`config.mk`:
```
export PLATFORM = sky130hd
export DESIGN_NAME = simd_valu
export DESIGN_NICKNAME = d
export VERILOG_FILES = /design/src/rtl/simd_valu_pkg.sv /design/src/rtl/simd_part_adder.sv /design/src/rtl/simd_lane_post.sv /design/src/rtl/simd_valu.sv
export SDC_FILE = /design/constraint.sdc
export NUM_CORES = 1
export LEC_CHECK = 0
export BUFFER_PORTS_ARGS = -buffer_cell sky130_fd_sc_hd__buf_2
export CAP_MARGIN = 20
export CORE_UTILIZATION = 35
export DETAILED_ROUTE_END_ITERATION = 10
export PLACE_DENSITY = 0.63
export SYNTH_ARGS = -nofsm -noshare
export SYNTH_HDL_FRONTEND = slang
export SYNTH_SLANG_ARGS = --single-unit
```
`constraint.sdc`:
```
create_clock -name clk -period 10.5 [get_ports clk]
set_input_delay 1.05 -clock clk [delete_from_list [all_inputs] [get_ports clk]]
set_output_delay 1.05 -clock clk [all_outputs]
set_load 0.05 [all_outputs]
```
`src/rtl/simd_valu_pkg.sv`:
```
package simd_valu_pkg;

    localparam int BYTE_W = 8;

    typedef enum logic [1:0] {
        LW_8   = 2'b00,
        LW_16  = 2'b01,
        LW_32  = 2'b10,
        LW_32B = 2'b11
    } lane_w_e;

    typedef enum logic [1:0] {
        FN_ADD = 2'b00,
        FN_SUB = 2'b01,
        FN_GTR = 2'b10,
        FN_GEQ = 2'b11
    } func_e;

    typedef struct packed {
        func_e   func;
        logic    sat;
        logic    sgn;
        lane_w_e width;
    } vop_t;

    localparam int OP_W = $bits(vop_t);

    // low byte-index bits that stay inside one lane
    function automatic logic [1:0] lane_mask(lane_w_e w);
        case (w)
            LW_8:    return 2'b00;
            LW_16:   return 2'b01;
            default: return 2'b11;
        endcase
    endfunction

    function automatic logic uses_sub(func_e f);
        return f != FN_ADD;
    endfunction

endpackage

```
`src/rtl/simd_part_adder.sv`:
```
module simd_part_adder
    import simd_valu_pkg::*;
#(
    parameter int NB = 8
) (
    input  logic [NB*BYTE_W-1:0] a_i,
    input  logic [NB*BYTE_W-1:0] b_i,
    input  lane_w_e              width_i,
    input  logic                 sub_i,
    output logic [NB*BYTE_W-1:0] sum_o,
    output logic [NB*BYTE_W-1:0] bx_o,
    output logic [NB-1:0]        cout_o
);
    logic [1:0] mask;
    assign mask = lane_mask(width_i);
    assign bx_o = sub_i ? ~b_i : b_i;

    for (genvar g = 0; g < NB; g++) begin : g_byte
        logic       cin;
        logic [8:0] s9;
        if (g == 0) begin : g_first
            assign cin = sub_i;
        end else begin : g_rest
            // a lane boundary restarts the chain with the subtract carry-in
            assign cin = ((2'(g) & mask) == 2'b00) ? sub_i : cout_o[g-1];
        end
        assign s9 = {1'b0, a_i[g*BYTE_W +: BYTE_W]} + {1'b0, bx_o[g*BYTE_W +: BYTE_W]} + 9'(cin);
        assign sum_o[g*BYTE_W +: BYTE_W] = s9[7:0];
        assign cout_o[g] = s9[8];
    end
endmodule

```
`src/rtl/simd_lane_post.sv`:
```
module simd_lane_post
    import simd_valu_pkg::*;
#(
    parameter int NB = 8
) (
    input  logic [NB*BYTE_W-1:0] sum_i,
    input  logic [NB-1:0]        cout_i,
    input  logic [NB-1:0]        amsb_i,
    input  logic [NB-1:0]        bmsb_i,
    input  vop_t                 op_i,
    output logic [NB*BYTE_W-1:0] res_o
);
    logic [NB-1:0] bz;

    for (genvar g = 0; g < NB; g++) begin : g_zero
        assign bz[g] = (sum_i[g*BYTE_W +: BYTE_W] == '0);
    end

    for (genvar g = 0; g < NB; g++) begin : g_byte
        localparam int T16 = g | 1;
        localparam int T32 = g | 3;
        localparam int L16 = g & ~1;
        localparam int L32 = g & ~3;

        logic       c, am, bm, sm, z, top;
        logic       ovf, ge, gt;
        logic [7:0] ob;

        always_comb begin
            case (op_i.width)
                LW_8: begin
                    c = cout_i[g]; am = amsb_i[g]; bm = bmsb_i[g];
                    sm = sum_i[g*BYTE_W+7]; z = bz[g]; top = 1'b1;
                end
                LW_16: begin
                    c = cout_i[T16]; am = amsb_i[T16]; bm = bmsb_i[T16];
                    sm = sum_i[T16*BYTE_W+7]; z = &bz[L16+1:L16]; top = (g == T16);
                end
                default: begin
                    c = cout_i[T32]; am = amsb_i[T32]; bm = bmsb_i[T32];
                    sm = sum_i[T32*BYTE_W+7]; z = &bz[L32+3:L32]; top = (g == T32);
                end
            endcase

            ovf = (am == bm) && (sm != am);
            ge  = op_i.sgn ? ~(sm ^ ovf) : c;
            gt  = ge & ~z;

            case (op_i.func)
                FN_GTR: ob = {8{gt}};
                FN_GEQ: ob = {8{ge}};
                default: begin
                    ob = sum_i[g*BYTE_W +: BYTE_W];
                    if (op_i.sat) begin
                        if (!op_i.sgn && op_i.func == FN_ADD && c) begin
                            ob = 8'hFF;
                        end else if (!op_i.sgn && op_i.func == FN_SUB && !c) begin
                            ob = 8'h00;
                        end else if (op_i.sgn && ovf) begin
                            if (am) ob = top ? 8'h80 : 8'h00;
                            else    ob = top ? 8'h7F : 8'hFF;
                        end
                    end
                end
            endcase
        end

        assign res_o[g*BYTE_W +: BYTE_W] = ob;
    end
endmodule

```
`src/rtl/simd_valu.sv`:
```
module simd_valu
    import simd_valu_pkg::*;
#(
    parameter int DATA_W = 64
) (
    input  logic              clk,
    input  logic              rst,
    input  logic              in_valid,
    input  logic [OP_W-1:0]   in_op,
    input  logic [DATA_W-1:0] in_a,
    input  logic [DATA_W-1:0] in_b,
    output logic              out_valid,
    output logic [DATA_W-1:0] out_result
);
    localparam int NB = DATA_W / BYTE_W;

    vop_t            op_in;
    logic [DATA_W-1:0] sum_c, bx_c, res_c;
    logic [NB-1:0]     cout_c, amsb_c, bmsb_c;

    assign op_in = vop_t'(in_op);

    simd_part_adder #(.NB(NB)) u_add (
        .a_i     (in_a),
        .b_i     (in_b),
        .width_i (op_in.width),
        .sub_i   (uses_sub(op_in.func)),
        .sum_o   (sum_c),
        .bx_o    (bx_c),
        .cout_o  (cout_c)
    );

    for (genvar g = 0; g < NB; g++) begin : g_msb
        assign amsb_c[g] = in_a[g*BYTE_W+7];
        assign bmsb_c[g] = bx_c[g*BYTE_W+7];
    end

    // stage 1: raw partitioned sum and per-byte flags
    logic [DATA_W-1:0] s1_sum;
    logic [NB-1:0]     s1_cout, s1_amsb, s1_bmsb;
    vop_t              s1_op;
    logic              s1_valid;

    always_ff @(posedge clk) begin
        if (rst) begin
            s1_valid <= 1'b0;
            s1_sum   <= '0;
            s1_cout  <= '0;
            s1_amsb  <= '0;
            s1_bmsb  <= '0;
            s1_op    <= '0;
        end else begin
            s1_valid <= in_valid;
            s1_sum   <= sum_c;
            s1_cout  <= cout_c;
            s1_amsb  <= amsb_c;
            s1_bmsb  <= bmsb_c;
            s1_op    <= op_in;
        end
    end

    simd_lane_post #(.NB(NB)) u_post (
        .sum_i  (s1_sum),
        .cout_i (s1_cout),
        .amsb_i (s1_amsb),
        .bmsb_i (s1_bmsb),
        .op_i   (s1_op),
        .res_o  (res_c)
    );

    // stage 2: clipped or compared result
    always_ff @(posedge clk) begin
        if (rst) begin
            out_valid  <= 1'b0;
            out_result <= '0;
        end else begin
            out_valid  <= s1_valid;
            out_result <= res_c;
        end
    end
endmodule

```
==> results.txt, run 1 <==
Status - finished with violations
Violated checks - design-rule violations
Setup WS post-layout - 2.02 ns
Final WL - 27100 µm
Clk Tree Root Cell - clkbuf_16
Die span in y - 167 µm
Rel. slew slack - 35.4%
Async S/R FF share, synth - 0%
ANT cells - 0
Global placement routability congestion - 0.841
Slew @ Worst Pin - 0.968 ns
Max Fclk - 0.118 GHz
Layout Skew - 0.0141 ns
Period utilization - 80.7%
Crit Path Category - primary input to register
Hold Slack - 0.445 ns
Area fraction of the dominant cell type after synthesis - 33.6%
Number of nets in the layout - 1505
Startpoint Class - primary input
Post-Syn Nets - 1326
I/O pins - 202
CTS tree - done
Hold Violations, Final - 0
Insertion delay to the later sink of the worst-skew pair - 0.44 ns
Hold Buf Count CTS - 0
Clk sinks - 160
RSZ-0062 raised after global routing - no
H-tree Lvls - 4
Grt total ovfl - 0
Endpoints failing setup - 0
P&R area growth vs syn - 20.3%
Synth Warn # - 0
Core ar. - 26800 µm²
Number of synthesized flops with an enable pin - 0
WL/cell - 16.4 µm
Worst hold path type - register to register
Slew Viols, Final - 0
Share of layout cells above drive strength 1 - 21.7%
DRC - 2
GRT Util Overall - 19.5%
Vias in the first global route - 8051
Via count - 8535
Starting Density - 35.6%
Share of the yosys chip area belonging to registers - 33.6%
Multi-input logic area - 5930 µm²
Crit-path slowest cell - o41ai_1
Synth unique cells - 73
Endpoint type of the worst setup path - register
Sequential cell area - 3200 µm²
CTS clk-pin slew, worst paths - 0.07 ns
Area leader, netlist - dfxtp_1
Worst vdd ir - 0.000103 V
CTS max path bufs - 2
Worst Path Max Fanout - 10
Dpl ws - 1.60 ns
Antenna-violating nets left - 0
Largest net degree at the start of global routing - 58
Rows - 60
Pwr/cell area - 175 nW/µm²
CP peak stage delay - 0.51 ns
Post-DP HPWL - 20300 µm
Synthesized cell area - 9530 µm²
CP Data Required Time - 10.80 ns
CP dominant cell by count - fa_1
Minimum clock period - 8.48 ns
Via density - 5.17
Cells after Synth - 1119
Fill cell count - 2632
First-pass GRT wire length - 42300 µm
Num CTS Buffers - 17
Leak - 5.07 nW
Fin Setup TNS - 0 ns
IO buf count - 201
Register bit total from synthesis - 160
Max-cap violations - 0
DRT iter0 DRCs - 575
Syn_area_per_cell - 8.52 µm²
Chip width - 167 µm
Critical Path AT - 8.78 ns
DR pass1 iterations - 9
Die area - 27900 µm²
Synth area leaders - dfxtp_1, ha_1, xnor2_1
Initial antenna violation count - 3
Ys flop type - dfxtp_1
CTS resizes - 0
Postcts setup bufs - 0
[metal layers]
metal	share of wire (%)	global-route usage (%)	vias to the layer above
li1	-	-	4324
met1	49	27.1	3932
met5	0.13	0	-
met2	44	30.6	246
met3	5.1	3.54	27
met4	1.3	5.56	6
[final cells by class]
| class | count | share of cell area (%) |
|---|---|---|
| well taps | 341 | 3.72 |
| inverters | 46 | 1.51 |
| flip-flops and latches | 160 | 27.9 |
| clock inverters | 11 | 1.35 |
| multi-input cells | 859 | 51.7 |
| clock buffers | 21 | 4.10 |
| repair buffers | 214 | 9.69 |
[worst max-delay path: cells and delay by family]
family                     cells  cell delay, ns
buffers and inverters          3            0.41
AOI/OAI and AO/OA             20            4.49
and+or+nand+nor                5            0.59
adders and majority gates      7            2.03
xor gates and xnor gates       1            0.14
[report_power, final]
part           internal [mW]  leakage [nW]  switching [mW]
registers              0.690          1.33          0.0543
logic                  0.236          3.44           0.368
clock network          0.396         0.304           0.265
total                   1.32          5.07           0.687
[sequential cells by signal (all words and copies together) (netlist names)]
signal	cells
s1_amsb	8
s1_bmsb	8
s1_valid	1
s1_op	6
s1_sum	64
out_result	64
s1_cout	8
out_valid	1
[stage by stage]
step | instances | util [%] | total power [mW] | cell area, µm²
after floorplan | 1119 | - | 1.20 | 9530
after global placement | 1618 | 40.4 | 1.35 | 10800
after detailed placement | 1618 | 40.4 | 1.36 | 10800
after CTS | 1650 | 42.7 | 2.02 | 11400
after global routing | 1652 | 42.8 | 2.12 | 11500
final | 1652 | 42.8 | 2.01 | 11500
[synth_stat cells (3+ instances only)]
master	n
inv_1	44
o21bai_1	16
a21o_1	25
a21boi_0	10
nand4_1	3
o21a_1	39
nand2_1	50
and3_1	8
nand3_1	5
buf_1	12
o41ai_1	10
or2_2	5
a211oi_1	6
nor2b_1	44
o211ai_1	5
a21oi_1	79
nand2b_1	13
o21ai_0	81
o31a_1	7
ha_1	56
nor2_1	118
mux2i_1	17
nor4_1	21
dfxtp_1	160
nor3_1	57
buf_6	3
o31ai_1	3
xnor2_1	68
clkbuf_1	30
fa_1	14
nor3b_1	5
a31o_2	3
or3_1	7
and2_1	10
o21ai_1	3
xor2_1	5
o211a_1	3
mux2_2	16
buf_2	9
o2111ai_1	3
[layout by cell type (no fill, tap or decap), types with 6 or more instances in the layout]
master     netlist  layout
a211oi_1         6       6
a21boi_0        10      10
a21o_1          25      25
a21oi_1         79      79
and2_1          10      10
and3_1           8       8
buf_2            9     201
buf_4            0      12
clkbuf_16        0      17
dfxtp_1        160     160
fa_1            14      14
ha_1            56      56
inv_1           44      44
mux2_2          16      16
mux2i_1         17      17
nand2_1         50      50
nand2b_1        13      13
nor2_1         118     117
nor2b_1         44      44
nor3_1          57      57
nor4_1          21      21
o21a_1          39      39
o21ai_0         81      81
o21bai_1        16      16
o31a_1           7       7
o41ai_1         10      10
or3_1            7       7
xnor2_1         68      68
[final timing paths]
| path | startpoint | to | slack (ns) | cells after the start |
|---|---|---|---|---|
| hold reg to reg | s1_valid$_SDFF_PP0_ | out_valid$_SDFF_PP0_ | 0.45 | 1 |
| setup reg to reg | s1_op[0]$_SDFF_PP0_ | out_result[52]$_SDFF_PP0_ | 7.56 | 7 |
| hold / removal | s1_valid$_SDFF_PP0_ | out_valid$_SDFF_PP0_ | 0.45 | 1 |
| setup / recovery | in_op[5] | s1_sum[62]$_SDFF_PP0_ | 2.02 | 36 |
[logic make-up after synthesis]
group	synth area share, %
xor+xnor	6.71
mux	4.07
fa+ha+maj	10.5
simple gates	19.1
compound gates	21.7
buf+inv	4.29
flops	33.6
Note: power is estimated with default switching activity, not from simulation.
==> run 2: changes to the inputs <==
==> constraint.sdc (replaced) <==
create_clock -name clk -period 8.2 [get_ports clk]
set_input_delay 0.82 -clock clk [delete_from_list [all_inputs] [get_ports clk]]
set_output_delay 0.82 -clock clk [all_outputs]
set_load 0.05 [all_outputs]
==> run 2 against run 1 <==
  * The flow still finishes with violations (design-rule violations)
  * Via count increased by 0.35%
  * Sequential power increased by 28%
  * Final cell count increased by 0.42%
==> results.txt, run 2 (synthesized netlist as in run 1, its figures left out) <==
Worst Path Max Fanout - 12 (+2)
Antenna-violating nets left - 0 (unchanged)
Max Fclk - 0.130 GHz
Via count - 8565 (+0.35%)
Minimum clock period - 7.67 ns
Hold Buf Count CTS - 0 (unchanged)
Rel. slew slack - 21.1% (-14 points)
Pwr Total - 2.55 mW (+27%)
Chip width - 167 µm (unchanged)
Crit-path slowest cell - fa_1
Commonest non-fill, non-tap cell in the layout - buf_2
DRC - 2 (unchanged)
Grt total ovfl - 0 (unchanged)
Num CTS Buffers - 17 (unchanged)
DRT iter0 DRCs - 522 (-9.2%)
Violated checks - design-rule violations
Leak - 5.11 nW (+0.64%)
DR pass1 iterations - 8 (-1)
Crit path from - in_op[5]
P&R area growth vs syn - 20.9%
Startpoint Class - primary input
CTS clk-pin slew, worst paths - 0.06 ns (about the same)
Sequential cell area - 3200 µm² (unchanged)
ANT cells - 0 (unchanged)
Vias in the first global route - 8215 (+2.0%)
Registers with the most flip-flops - out_result (64), s1_sum (64)
Die span in y - 167 µm (unchanged)
Multi-input logic area - 5970 µm² (+0.72%)
Clk sinks - 160 (unchanged)
H-tree Lvls - 4 (unchanged)
RSZ-0062 raised after global routing - yes
Crit Path Category - primary input to register
Most frequent cells in the layout - buf_2, dfxtp_1, nor2_1, o21ai_0, a21oi_1
Fin Setup TNS - 0 ns (unchanged)
GRT Util Overall - 19.3% (-0.17 points)
Fill cell count - 2653 (+0.80%)
Hold Violations, Final - 0 (unchanged)
Status - finished with violations
Slew @ Worst Pin - 1.17 ns (+0.207 ns)
Design area - 11500 µm² (+0.51%)
CTS tree - done
Clk Tree Root Cell - clkbuf_16
CTS max path bufs - 2 (unchanged)
CP Data Required Time - 8.57 ns (-2.23 ns)
Rows - 60 (unchanged)
DP Area - 10900 µm² (+0.55%)
Layout Skew - 0.0132 ns (-0.000949 ns)
Critical Path AT - 8.05 ns (-0.73 ns)
Dpl cells - 1626 (+0.49%)
CP dominant cell by count - fa_1
Pwr/cell area - 221 nW/µm² (+26%)
Largest net degree at the start of global routing - 60 (+3.4%)
Number of nets in the layout - 1512 (+0.47%)
WL/cell - 16.2 µm (-1.5%)
Non-Filler Instances - 1659 (+0.42%)
Slew Viols, Final - 0 (unchanged)
Period utilization - 93.6%
Worst vdd ir - 0.000118 V (+14%)
Die area - 27900 µm² (unchanged)
Max-cap violations - 0 (unchanged)
Finished Core Util - 43.0% (+0.22 points)
Via density - 5.16 (about the same)
Initial antenna violation count - 1 (-2)
Insertion delay to the later sink of the worst-skew pair - 0.43 ns (about the same)
Global placement routability congestion - 0.870 (+3.4%)
First-pass GRT wire length - 42600 µm (+0.59%)
Worst hold path type - register to register
Post-DP HPWL - 20400 µm (+0.19%)
Reg2reg start - s1_op[0]$_SDFF_PP0_
Endpoints failing setup - 0 (unchanged)
Final WL - 26800 µm (-1.1%)
I/O pins - 202 (unchanged)
HP Start - s1_valid$_SDFF_PP0_
Endpoint type of the worst setup path - register
Starting Density - 35.6% (unchanged)
Core ar. - 26800 µm² (unchanged)
Share of layout cells above drive strength 1 - 22.5% (+0.80 points)
IO buf count - 201 (unchanged)
CP peak stage delay - 0.44 ns (-0.07 ns)
==> run 2: worst paths after layout <==
kind | to | slack [ns] | depth (start not counted)
worst min-delay path | out_valid$_SDFF_PP0_ | 0.44 | 1
worst max register to register | out_result[17]$_SDFF_PP0_ | 5.19 | 7
worst max-delay path | s1_cout[7]$_SDFF_PP0_ | 0.53 | 39
worst min register to register | out_valid$_SDFF_PP0_ | 0.44 | 1
==> run 2: through the flow <==
| step | hold WS, ns | setup WS [ns] |
|---|---|---|
| 2_1_floorplan | 0.414 | 0.124 |
| 3_5_place_dp | 0.422 | -0.279 |
| 6_report | 0.435 | 0.526 |
| 5_1_grt | 0.461 | -0.0162 |
| 4_1_cts | 0.437 | 0.156 |
| 3_3_place_gp | 0.421 | -0.0749 |
==> run 2: area by class of cell <==
cell class / count / area share, %
clock inverters: 10 / 1.18
flip-flops and latches: 160 / 27.8
well taps: 341 / 3.70
clock buffers: 22 / 3.94
repair buffers: 221 / 10.1
multi-input cells: 859 / 51.8
inverters: 46 / 1.50
==> run 2: critical path: cells and delay by family <==
family                   cells  cell delay [ns]
XOR/XNOR                     1             0.16
AO/OA/AOI/OAI               21             2.94
buffers and inverters        6             0.81
AND/OR/NAND/NOR              4             0.64
adder cells (fa/ha/maj)      7             2.68
==> run 2: per-layer routing <==
layer	part of all wire, %	track usage (%)	routed length, µm	vias up
li1	-	-	-	4324
met1	49	26.3	13000	3944
met2	44	31.1	11900	266
met3	5.1	2.92	1370	29
met4	1.9	6.44	503	2
met5	0.030	0	8	-
==> run 2: timing repair <==
item	in CTS	in global routing
gates resized for setup	0	15
setup buffers	0	1
endpoints found under the setup margin	0	9
==> run 2: power by group <==
group          internal [mW]  total [mW]  switching, mW  leakage [nW]
clock                  0.486       0.812          0.326         0.280
combinational          0.312       0.784          0.471          3.50
sequential             0.883       0.953         0.0695          1.33
total                   1.68        2.55          0.867          5.11
